==> config.mk <==
export PLATFORM = sky130hd
export DESIGN_NAME = crt_timer
export DESIGN_NICKNAME = d
export VERILOG_FILES = /design/src/rtl/crt_pkg.sv /design/src/rtl/crt_pin_sync.sv /design/src/rtl/crt_prescaler.sv /design/src/rtl/crt_counter.sv /design/src/rtl/crt_timer.sv
export SDC_FILE = /design/constraint.sdc
export NUM_CORES = 1
export LEC_CHECK = 0
export BUFFER_PORTS_ARGS = -buffer_cell sky130_fd_sc_hd__buf_2
export CORE_MARGIN = 3
export CORE_UTILIZATION = 54
export CTS_CLUSTER_DIAMETER = 50
export DETAILED_ROUTE_END_ITERATION = 10
export PLACE_DENSITY = 0.76
export SYNTH_ARGS = -nofsm -noshare
export SYNTH_HDL_FRONTEND = slang
export SYNTH_HIERARCHICAL = 1
export SYNTH_SLANG_ARGS = --single-unit
==> constraint.sdc <==
create_clock -name clk -period 2.7 [get_ports clk]
set_input_delay 0.81 -clock clk [delete_from_list [all_inputs] [get_ports clk]]
set_output_delay 0.81 -clock clk [all_outputs]
set_load 0.01 [all_outputs]
==> src/rtl/crt_pkg.sv <==
`timescale 1ns/1ps
// Shared types for the capture/reload timer: control layout, mode decode
// and register addresses. Assumes an 8-bit register data path.
package crt_pkg;

    // Control register, bit 7 down to bit 0
    typedef struct packed {
        logic ext_flag;   // bit 7: trigger event flag
        logic ovf_flag;   // bit 6: overflow flag
        logic tx_sel;     // bit 5: rollover drives transmit tick
        logic rx_sel;     // bit 4: rollover drives receive tick
        logic trig_en;    // bit 3: trigger pin enable
        logic cap_sel;    // bit 2: capture (1) or reload (0)
        logic ext_src;    // bit 1: count pin (1) or prescaler (0)
        logic run;        // bit 0: counting enable
    } ctrl_t;

    typedef enum logic [1:0] {
        MODE_RELOAD  = 2'd0,
        MODE_CAPTURE = 2'd1,
        MODE_BAUD    = 2'd2
    } mode_e;

    localparam int CTRL_W = $bits(ctrl_t);

    // Either tick select forces baud mode; cap_sel matters only otherwise
    function automatic mode_e decode_mode(input ctrl_t c);
        if (c.tx_sel || c.rx_sel) return MODE_BAUD;
        else if (c.cap_sel)       return MODE_CAPTURE;
        else                      return MODE_RELOAD;
    endfunction

endpackage

==> src/rtl/crt_pin_sync.sv <==
`timescale 1ns/1ps
// Synchronizes an asynchronous pin and flags its falling edges.
// Assumes the pin idles high: the chain resets to ones, so a pin held
// low through reset shows one falling edge shortly after reset.
module crt_pin_sync #(
    parameter int STAGES = 2
) (
    input  logic clk,
    input  logic rst_n,
    input  logic pin,
    output logic fall
);
    localparam int LAST = STAGES - 1;

    logic [STAGES-1:0] chain;
    logic              prev;

    // Shift the pin through the synchronizer and keep the last value
    always_ff @(posedge clk) begin
        if (!rst_n) begin
            chain <= '1;
            prev  <= 1'b1;
        end else begin
            chain <= {chain[STAGES-2:0], pin};
            prev  <= chain[LAST];
        end
    end

    // One-cycle pulse when the synchronized level goes from 1 to 0
    always_comb fall = prev & ~chain[LAST];

endmodule

==> src/rtl/crt_prescaler.sv <==
`timescale 1ns/1ps
// Free-running prescaler that gives one tick every SLOW_DIV clocks, or
// every FAST_DIV clocks while fast_sel is high. Assumes FAST_DIV <= SLOW_DIV.
module crt_prescaler #(
    parameter int SLOW_DIV = 12,
    parameter int FAST_DIV = 2
) (
    input  logic clk,
    input  logic rst_n,
    input  logic fast_sel,
    output logic tick
);
    localparam int PW = $clog2(SLOW_DIV);

    logic [PW-1:0] pcnt;
    logic [PW-1:0] limit;

    // Choose the terminal count for the active division
    always_comb begin
        limit = fast_sel ? PW'(FAST_DIV - 1) : PW'(SLOW_DIV - 1);
        tick  = (pcnt >= limit);
    end

    // Count up and wrap at the terminal count
    always_ff @(posedge clk) begin
        if (!rst_n)    pcnt <= '0;
        else if (tick) pcnt <= '0;
        else           pcnt <= pcnt + 1'b1;
    end

endmodule

==> src/rtl/crt_counter.sv <==
`timescale 1ns/1ps
// Counter and capture/reload register. Software byte writes override
// hardware updates. A trigger captures in capture mode and reloads in the
// other modes. Rollover wraps to zero in capture mode and reloads otherwise.
module crt_counter
    import crt_pkg::*;
#(
    parameter int CNT_W  = 16,
    parameter int DATA_W = 8
) (
    input  logic              clk,
    input  logic              rst_n,
    input  mode_e             mode,
    input  logic              cnt_en,
    input  logic              trig_evt,
    input  logic [CNT_W/DATA_W-1:0] cnt_wr_mask,
    input  logic [CNT_W/DATA_W-1:0] rld_wr_mask,
    input  logic [DATA_W-1:0] wr_byte,
    output logic [CNT_W-1:0]  cnt_q,
    output logic [CNT_W-1:0]  rld_q,
    output logic              carry
);
    localparam int NB = CNT_W / DATA_W;

    logic [CNT_W-1:0] cnt_nxt;
    logic [CNT_W-1:0] rld_nxt;

    // Rollover happens on an increment from all ones
    always_comb carry = cnt_en && (cnt_q == '1);

    // Next count: increment, rollover action, trigger reload, byte writes
    always_comb begin
        cnt_nxt = cnt_q;
        if (cnt_en) begin
            if (carry) cnt_nxt = (mode == MODE_CAPTURE) ? '0 : rld_q;
            else       cnt_nxt = cnt_q + 1'b1;
        end
        if (trig_evt && mode != MODE_CAPTURE) cnt_nxt = rld_q;
        for (int b = 0; b < NB; b++) begin
            if (cnt_wr_mask[b]) cnt_nxt[b*DATA_W +: DATA_W] = wr_byte;
        end
    end

    // Next holding value: trigger capture, then byte writes
    always_comb begin
        rld_nxt = rld_q;
        if (trig_evt && mode == MODE_CAPTURE) rld_nxt = cnt_q;
        for (int b = 0; b < NB; b++) begin
            if (rld_wr_mask[b]) rld_nxt[b*DATA_W +: DATA_W] = wr_byte;
        end
    end

    // State registers
    always_ff @(posedge clk) begin
        if (!rst_n) begin
            cnt_q <= '0;
            rld_q <= '0;
        end else begin
            cnt_q <= cnt_nxt;
            rld_q <= rld_nxt;
        end
    end

endmodule

==> src/rtl/crt_timer.sv <==
`timescale 1ns/1ps
// Capture/reload timer with a baud-tick mode. It holds the control
// register, the flags, the tick outputs and the register read mux.
// Assumes DATA_W equals the control width, CNT_W is a multiple of DATA_W,
// and both pins idle high while in reset.
module crt_timer
    import crt_pkg::*;
#(
    parameter int CNT_W    = 16,
    parameter int DATA_W   = 8,
    parameter int ADDR_W   = 3,
    parameter int SLOW_DIV = 12,
    parameter int FAST_DIV = 2,
    parameter int SYNC_STG = 2
) (
    input  logic              clk,
    input  logic              rst_n,
    input  logic              reg_wr,
    input  logic [ADDR_W-1:0] reg_addr,
    input  logic [DATA_W-1:0] reg_wdata,
    output logic [DATA_W-1:0] reg_rdata,
    input  logic              cnt_pin,
    input  logic              trig_pin,
    output logic              irq,
    output logic              tx_tick,
    output logic              rx_tick
);
    localparam int NB       = CNT_W / DATA_W;
    localparam int A_CTRL   = 0;
    localparam int CNT_BASE = 1;
    localparam int RLD_BASE = CNT_BASE + NB;

    ctrl_t            ctrl_q;
    mode_e            mode;
    logic             baud;
    logic             ctrl_wr;
    logic [NB-1:0]    cnt_wr_mask;
    logic [NB-1:0]    rld_wr_mask;
    logic             cnt_fall;
    logic             trig_fall;
    logic             pre_tick;
    logic             cnt_en;
    logic             trig_evt;
    logic             carry;
    logic             ovf_set;
    logic [CNT_W-1:0] cnt_q;
    logic [CNT_W-1:0] rld_q;

    // Write decode for the control register and each byte lane
    always_comb ctrl_wr = reg_wr && (reg_addr == ADDR_W'(A_CTRL));

    for (genvar b = 0; b < NB; b++) begin : g_lane
        assign cnt_wr_mask[b] = reg_wr && (reg_addr == ADDR_W'(CNT_BASE + b));
        assign rld_wr_mask[b] = reg_wr && (reg_addr == ADDR_W'(RLD_BASE + b));
    end

    // Mode decode and count/trigger qualification
    always_comb begin
        mode     = decode_mode(ctrl_q);
        baud     = (mode == MODE_BAUD);
        cnt_en   = ctrl_q.run && (ctrl_q.ext_src ? cnt_fall : pre_tick);
        trig_evt = ctrl_q.trig_en && trig_fall;
        ovf_set  = carry && !baud;
    end

    crt_pin_sync #(.STAGES(SYNC_STG)) u_cnt_sync (
        .clk   (clk),
        .rst_n (rst_n),
        .pin   (cnt_pin),
        .fall  (cnt_fall)
    );

    crt_pin_sync #(.STAGES(SYNC_STG)) u_trig_sync (
        .clk   (clk),
        .rst_n (rst_n),
        .pin   (trig_pin),
        .fall  (trig_fall)
    );

    crt_prescaler #(.SLOW_DIV(SLOW_DIV), .FAST_DIV(FAST_DIV)) u_pre (
        .clk      (clk),
        .rst_n    (rst_n),
        .fast_sel (baud),
        .tick     (pre_tick)
    );

    crt_counter #(.CNT_W(CNT_W), .DATA_W(DATA_W)) u_cnt (
        .clk         (clk),
        .rst_n       (rst_n),
        .mode        (mode),
        .cnt_en      (cnt_en),
        .trig_evt    (trig_evt),
        .cnt_wr_mask (cnt_wr_mask),
        .rld_wr_mask (rld_wr_mask),
        .wr_byte     (reg_wdata),
        .cnt_q       (cnt_q),
        .rld_q       (rld_q),
        .carry       (carry)
    );

    // Control register; hardware flag sets win over a software write
    always_ff @(posedge clk) begin
        if (!rst_n) begin
            ctrl_q <= '0;
        end else begin
            if (ctrl_wr)  ctrl_q <= ctrl_t'(reg_wdata[CTRL_W-1:0]);
            if (ovf_set)  ctrl_q.ovf_flag <= 1'b1;
            if (trig_evt) ctrl_q.ext_flag <= 1'b1;
        end
    end

    // Registered one-cycle rate ticks for the serial port
    always_ff @(posedge clk) begin
        if (!rst_n) begin
            tx_tick <= 1'b0;
            rx_tick <= 1'b0;
        end else begin
            tx_tick <= carry && baud && ctrl_q.tx_sel;
            rx_tick <= carry && baud && ctrl_q.rx_sel;
        end
    end

    // Shared interrupt request
    always_comb irq = ctrl_q.ovf_flag | ctrl_q.ext_flag;

    // Combinational read mux
    always_comb begin
        reg_rdata = '0;
        if (reg_addr == ADDR_W'(A_CTRL)) reg_rdata = DATA_W'(ctrl_q);
        for (int b = 0; b < NB; b++) begin
            if (reg_addr == ADDR_W'(CNT_BASE + b)) reg_rdata = cnt_q[b*DATA_W +: DATA_W];
            if (reg_addr == ADDR_W'(RLD_BASE + b)) reg_rdata = rld_q[b*DATA_W +: DATA_W];
        end
    end

endmodule

==> results of run 1 <==
[state kept, by name (all words and copies together) (netlist names), 2 cells and up]
| signal | count |
|---|---|
| u_pre/pcnt | 4 |
| u_cnt/cnt_q | 16 |
| u_trig_sync/chain | 2 |
| u_cnt_sync/chain | 2 |
| ctrl_q | 8 |
| u_cnt/rld_q | 16 |
[cell families after synthesis]
group | share of synthesized area [%]
multiplexers | 12.07
flip-flops | 33.37
AND/OR/NAND/NOR | 20.98
adder cells (fa/ha/maj) | 1.605
AO/OA/AOI/OAI | 23.95
XOR/XNOR | 3.650
buffers and inverters | 4.372
[area by class of cell]
| class | count | area (um^2) | area share, % |
|---|---|---|---|
| tap | 72 | 90.09 | 2.497 |
| sequential | 52 | 1042 | 28.88 |
| timing repair buffer | 51 | 351.6 | 9.743 |
| multi-input combinational | 270 | 2001 | 55.44 |
| inverter | 8 | 30.03 | 0.8322 |
| clock buffer | 5 | 68.82 | 1.907 |
| clock inverter | 3 | 25.02 | 0.6935 |
[cell usage after synthesis (all sizes together) (6+ instances only)]
| cell type | count |
|---|---|
| a21oi | 7 |
| a22o | 6 |
| a31oi | 7 |
| and3 | 6 |
| buf | 8 |
| clkbuf | 15 |
| dfxtp | 52 |
| inv | 7 |
| mux2i | 32 |
| nand2 | 37 |
| nand2b | 10 |
| nand3 | 11 |
| nand4 | 8 |
| nor2 | 18 |
| nor2b | 10 |
| o211a | 16 |
| o211ai | 8 |
| o21ai | 10 |
| o221ai | 12 |
| xnor2 | 9 |
[stage by stage]
step | area, um^2 | setup TNS (ps)
after floorplan | 3119 | 0
after global placement | 3445 | 0
after detailed placement | 3445 | -147.2
after CTS | 3542 | 0
after global routing | 3608 | -31.79
final | 3608 | 0
[critical path, stage by stage (launching register included)]
cell and delay (ps):
dfxtp_2 350, nor2_4 120, inv_2 60, ha_1 280
a211o_1 310, a21o_2 220, mux2i_1 170, nor2b_2 90
nand4_1 120, nor4_4 60, buf_4 170, o21a_4 240
a221oi_2 280, nor2_1 70
[routing by layer]
| metal | up-vias | share of wire [%] |
|---|---|---|
| met4 | 0 | 1.4 |
| met2 | 186 | 46 |
| met5 | - | 0 |
| li1 | 1393 | - |
| met1 | 1421 | 43 |
| met3 | 14 | 9.3 |
[power by group]
group / internal [W] / leakage [nW] / switching [W]
Combinational: 0.0000858 / 1.16 / 0.000106
Sequential: 0.000793 / 0.424 / 0.0000347
Clock: 0.000190 / 0.0452 / 0.000277
[path summary, 6_finish.rpt]
path / startpoint / depth (start not counted) / slack (ps) / endpoint
worst max-delay path: ctrl_q[5] / 13 / 70 / u_cnt/cnt_q[9]
worst min-delay path: u_cnt_sync/chain[0] / 1 / 420 / u_cnt_sync/chain[1]
worst max register to register: ctrl_q[5] / 13 / 70 / u_cnt/cnt_q[9]
worst min register to register: u_cnt_sync/chain[0] / 1 / 420 / u_cnt_sync/chain[1]
[repair_timing]
item | in CTS | in global routing
cloned | 0 | 0
setup endpoints to repair | 4 | 17
gates resized for setup | 2 | 14
pin swaps | 1 | 2
buffers inserted | 0 | 1
==> summary.txt, run 1 <==
status -> completed
Post-CTS Hold Buffers -> 0
Post-Synthesis Cells -> 353
Fin Hold WS -> 416.7 ps
fin crit period -> 2631 ps
CP Data Arrival Time -> 2830 ps
vias per std cell -> 6.538
fillers -> 489
CTS Buf Count -> 5
Worst-Margin Slew -> 650.4 ps
clock-pin slew on the worst setup and hold paths -> 100 ps
largest net degree at the start of global routing -> 36
grt ovf -> 0
Final Hold Viols -> 0
routed length per instance -> 19.67 um
most used routing layer -> met2
Final Skew -> 8.522 ps
Worst Path Max Fanout -> 7
Post-synth ARST share -> 0%
sequential share of the synthesized area -> 33.37%
Placed Cells -> 452
Die Y -> 82 um
CTS sink cnt -> 52
Tot GR Track Use -> 28.19%
global-route wire length before repair -> 14460 um
Synth Cell Area -> 0.003119 mm^2
Layout area overhead -> 15.68%
Mapped Nets -> 373
Final ANT Viol Nets -> 0
CP required -> 2900 ps
Post-synth EDFFs -> 0
M1 GR Usage -> 40.48%
mean post-synth cell area -> 8.836 um^2
CP Capture Type -> register
Power Dens Cells -> 411.9 mW/mm^2
Initial Utilization -> 56.30%
Highest Clock Rate -> 380.0 MHz
share of post-route cells with drive strength above 1 -> 20.05%
Max-Cap Viols -> 0
dpl ws -> -48.55 ps
unique cell type count in the Yosys netlist -> 56
Synth area leaders -> dfxtp_1 33%, mux2i_1 10%, o211a_1 5.1%
placed wire-length estimate -> 6481 um
total power -> 0.001486 W
post-synthesis register bit count -> 52
Yosys top cell by area -> dfxtp_1
Synth top area share -> 33.37%
router iterations before antenna repair -> 5
final slew viol count -> 0
Slew headroom -> 56.64%
Port Buf Inserts -> 26
VDD IR max -> 0.0002229 V
H-Tree Depth -> 2
Core ar. -> 0.005540 mm^2
worst min-delay path class -> register to register
Die ar. -> 0.006724 mm^2
Setup Viol. Count Final -> 0
Die X -> 82 um
Lkg Pwr -> 1.625 nW
io pins -> 27
CTS Buffer Depth -> 2
clock tree root buffer cell -> clkbuf_8
crit start category -> register
Critical Setup Path Class -> register to register
Rows -> 27
met2 Use GR -> 43.94%
Final WS setup -> 68.51 ps
Yosys warnings -> 6
top_reg_cell synth -> dfxtp_1
initial antenna violation count -> 0
Routed WL -> 9070 um
vias in the first global route -> 2740
Via Count -> 3014
period utilization -> 97.46%
final core occ -> 65.13%
CTS tree -> yes
drc violations -> 0
most frequent cells in the layout -> 51 x dfxtp_1, 37 x nand2_1, 31 x mux2i_1, 24 x buf_2, 22 x buf_4
Final Wtd Congestion -> 0.9362
GR met3 Demand/Resource -> 4.934%
Ant. Diodes -> 0
Skew-Pair Late Insertion Delay -> 310 ps
Post-Layout Cell Count -> 461
most common cell after layout, fill and taps aside -> dfxtp_1
fin nets -> 408
Iteration-0 DRC Markers -> 394
Note: power is estimated with default switching activity, not from simulation.
==> run 2, diff against run 1 <==
Settings changed: ABC_CLOCK_PERIOD_IN_PS set to 2700, GPL_ROUTABILITY_DRIVEN set to 0, SETUP_SLACK_MARGIN set to 0.2.
==> summary.txt, run 2 (synthesized netlist as in run 1, its figures left out) <==
status -> completed
placed wire-length estimate -> 6200 um (-4.3%)
Tot GR Track Use -> 27.07% (-1.1 points)
most frequent cells in the layout -> 50 x dfxtp_1, 35 x nand2_1, 30 x mux2i_1, 23 x buf_2, 17 x buf_4
unrepaired setup endpoints after global routing -> true
Slew headroom -> 46.59% (-10 points)
Critical Setup Path Class -> register to register
CP required -> 2900 ps (about the same)
Initial Utilization -> 56.30% (unchanged)
Iteration-0 DRC Markers -> 363 (-7.9%)
Ant. Diodes -> 0 (unchanged)
CTS Buffer Depth -> 2 (unchanged)
highest metal used -> met4
Final Hold Viols -> 0 (unchanged)
HP Start -> u_cnt_sync/chain[0]
share of post-route cells with drive strength above 1 -> 23.70% (+3.6 points)
hold worst-path end -> u_cnt_sync/chain[1]
CP Capture Type -> register
Final Skew -> 9.180 ps (+0.6574 ps)
CTS tree -> yes
reg-to-reg startpoint -> ctrl_q[5]
CTS Buf Count -> 5 (unchanged)
Final ANT Viol Nets -> 0 (unchanged)
crit start category -> register
initial antenna violation count -> 0 (unchanged)
period utilization -> 95.47% (-2.0 points)
vias in the first global route -> 2707 (-1.2%)
CTS sink cnt -> 52 (unchanged)
global-route wire length before repair -> 13770 um (-4.8%)
reg-to-reg endpoint -> u_cnt/cnt_q[12]
Hold Crit Depth -> 1 (unchanged)
Core ar. -> 0.005540 mm^2 (unchanged)
Die Y -> 82 um (unchanged)
router iterations before antenna repair -> 5 (unchanged)
CP Data Arrival Time -> 2780 ps (-50 ps)
Setup Viol. Count Final -> 0 (unchanged)
final slew viol count -> 0 (unchanged)
largest net degree at the start of global routing -> 36 (unchanged)
worst min-delay path class -> register to register
R2R depth -> 12 (-1)
Via Count -> 2951 (-2.1%)
clock-pin slew on the worst setup and hold paths -> 90 ps (about the same)
Rows -> 27 (unchanged)
routed length per instance -> 19.06 um (-3.1%)
placed cell areas -> 0.003438 mm^2 (-0.18%)
Port Buf Inserts -> 26 (unchanged)
io pins -> 27 (unchanged)
vias per std cell -> 6.471 (-1.0%)
Lkg Pwr -> 1.622 nW (-0.18%)
fin crit period -> 2578 ps (-53.71 ps)
grt ovf -> 0 (unchanged)
metal3 WL -> 622 um (-26%)
Routed WL -> 8691 um (-4.2%)
design area -> 0.003684 mm^2 (+2.1%)
Skew-Pair Late Insertion Delay -> 310 ps (about the same)
most common cell after layout, fill and taps aside -> dfxtp_1
Power Dens Cells -> 403.2 mW/mm^2 (-2.1%)
Placed Cells -> 447 (-1.1%)
Layout area overhead -> 18.09%
R2R Setup Slk -> 120 ps (+50 ps)
VDD IR max -> 0.0003248 V (+46%)
Max-Cap Viols -> 0 (unchanged)
Worst Path Max Fanout -> 9 (+2)
DR WL met2 -> 4018 um (-4.6%)
Final TNS setup -> 0 ps (unchanged)
Die X -> 82 um (unchanged)
fin nets -> 403 (-1.2%)
Regs by FF count -> u_cnt/cnt_q x16, u_cnt/rld_q x16, ctrl_q x8
drc violations -> 0 (unchanged)
Post-CTS Hold Buffers -> 0 (unchanged)
Worst-Margin Slew -> 801.1 ps (+150.7 ps)
Highest Clock Rate -> 387.9 MHz (+2.1%)
WL met1 -> 3927 um (+1.0%)
Fin Hold WS -> 414.9 ps (-1.815 ps)
Post-Layout Cell Count -> 456 (-1.1%)
Die ar. -> 0.006724 mm^2 (unchanged)
clock tree root buffer cell -> clkbuf_8
H-Tree Depth -> 2 (unchanged)
-- run 2: final cells by class --
cell class	instances	area, um^2
Timing Repair Buffer	46	340.3
Fill cell	473	1857
Tap cell	72	90.09
Sequential cell	52	1046
Multi-Input combinational cell	270	2087
Clock inverter	3	21.27
Clock buffer	5	68.82
Inverter	8	30.03
-- run 2: power breakdown --
| group | total, W | internal, W | switching [W] |
|---|---|---|---|
| registers | 0.000829 | 0.000793 | 0.0000361 |
| logic | 0.000199 | 0.0000940 | 0.000105 |
| clock network | 0.000458 | 0.000185 | 0.000273 |
-- run 2: how the worst max path moves through the flow --
stage	slack (ps)	to	start
5_1_grt	10	u_cnt/cnt_q[9]	ctrl_q[5]
2_1_floorplan	200	u_cnt/cnt_q[12]	ctrl_q[5]
3_5_place_dp	80	reg_rdata[1]	reg_addr[1]
6_report	120	u_cnt/cnt_q[12]	ctrl_q[5]
3_3_place_gp	110	reg_rdata[1]	reg_addr[1]
4_1_cts	210	u_cnt/cnt_q[12]	ctrl_q[5]
-- run 2: routing by layer --
| metal | vias up | track usage [%] |
|---|---|---|
| met5 | - | 0 |
| li1 | 1384 | - |
| met3 | 10 | 4.825 |
| met2 | 142 | 43.13 |
| met4 | 0 | 7.807 |
| met1 | 1415 | 37.28 |
-- run 2: timing repair --
item                                    CTS  global route
resized for setup                        17            23
endpoints found under the hold margin     0             0
cloned                                    0             0
pin swaps                                 1             7
setup buffers                             0             1
endpoints found under the setup margin   22            21
-- run 2: worst max-delay path, cell delays in order, from the launching register on --
cell	delay, ps
dfxtp_4	370
nor2_4	130
inv_2	70
ha_4	210
a211o_1	270
a21o_2	200
mux2i_2	160
nor2b_2	70
nand4_1	140
nor4_4	70
nand2b_4	220
and3_1	210
o311a_1	330
-- run 2: per-stage QoR --
stage	worst slack [ps]	utilization (%)	total power, W
final	122.2	66.49	0.001485
after global routing	13.90	66.49	0.001558
after CTS	206.2	64.86	0.001486
after floorplan	204.8	-	0.0009533
after global placement	112.3	62.06	0.001022
after detailed placement	83.19	62.06	0.001027
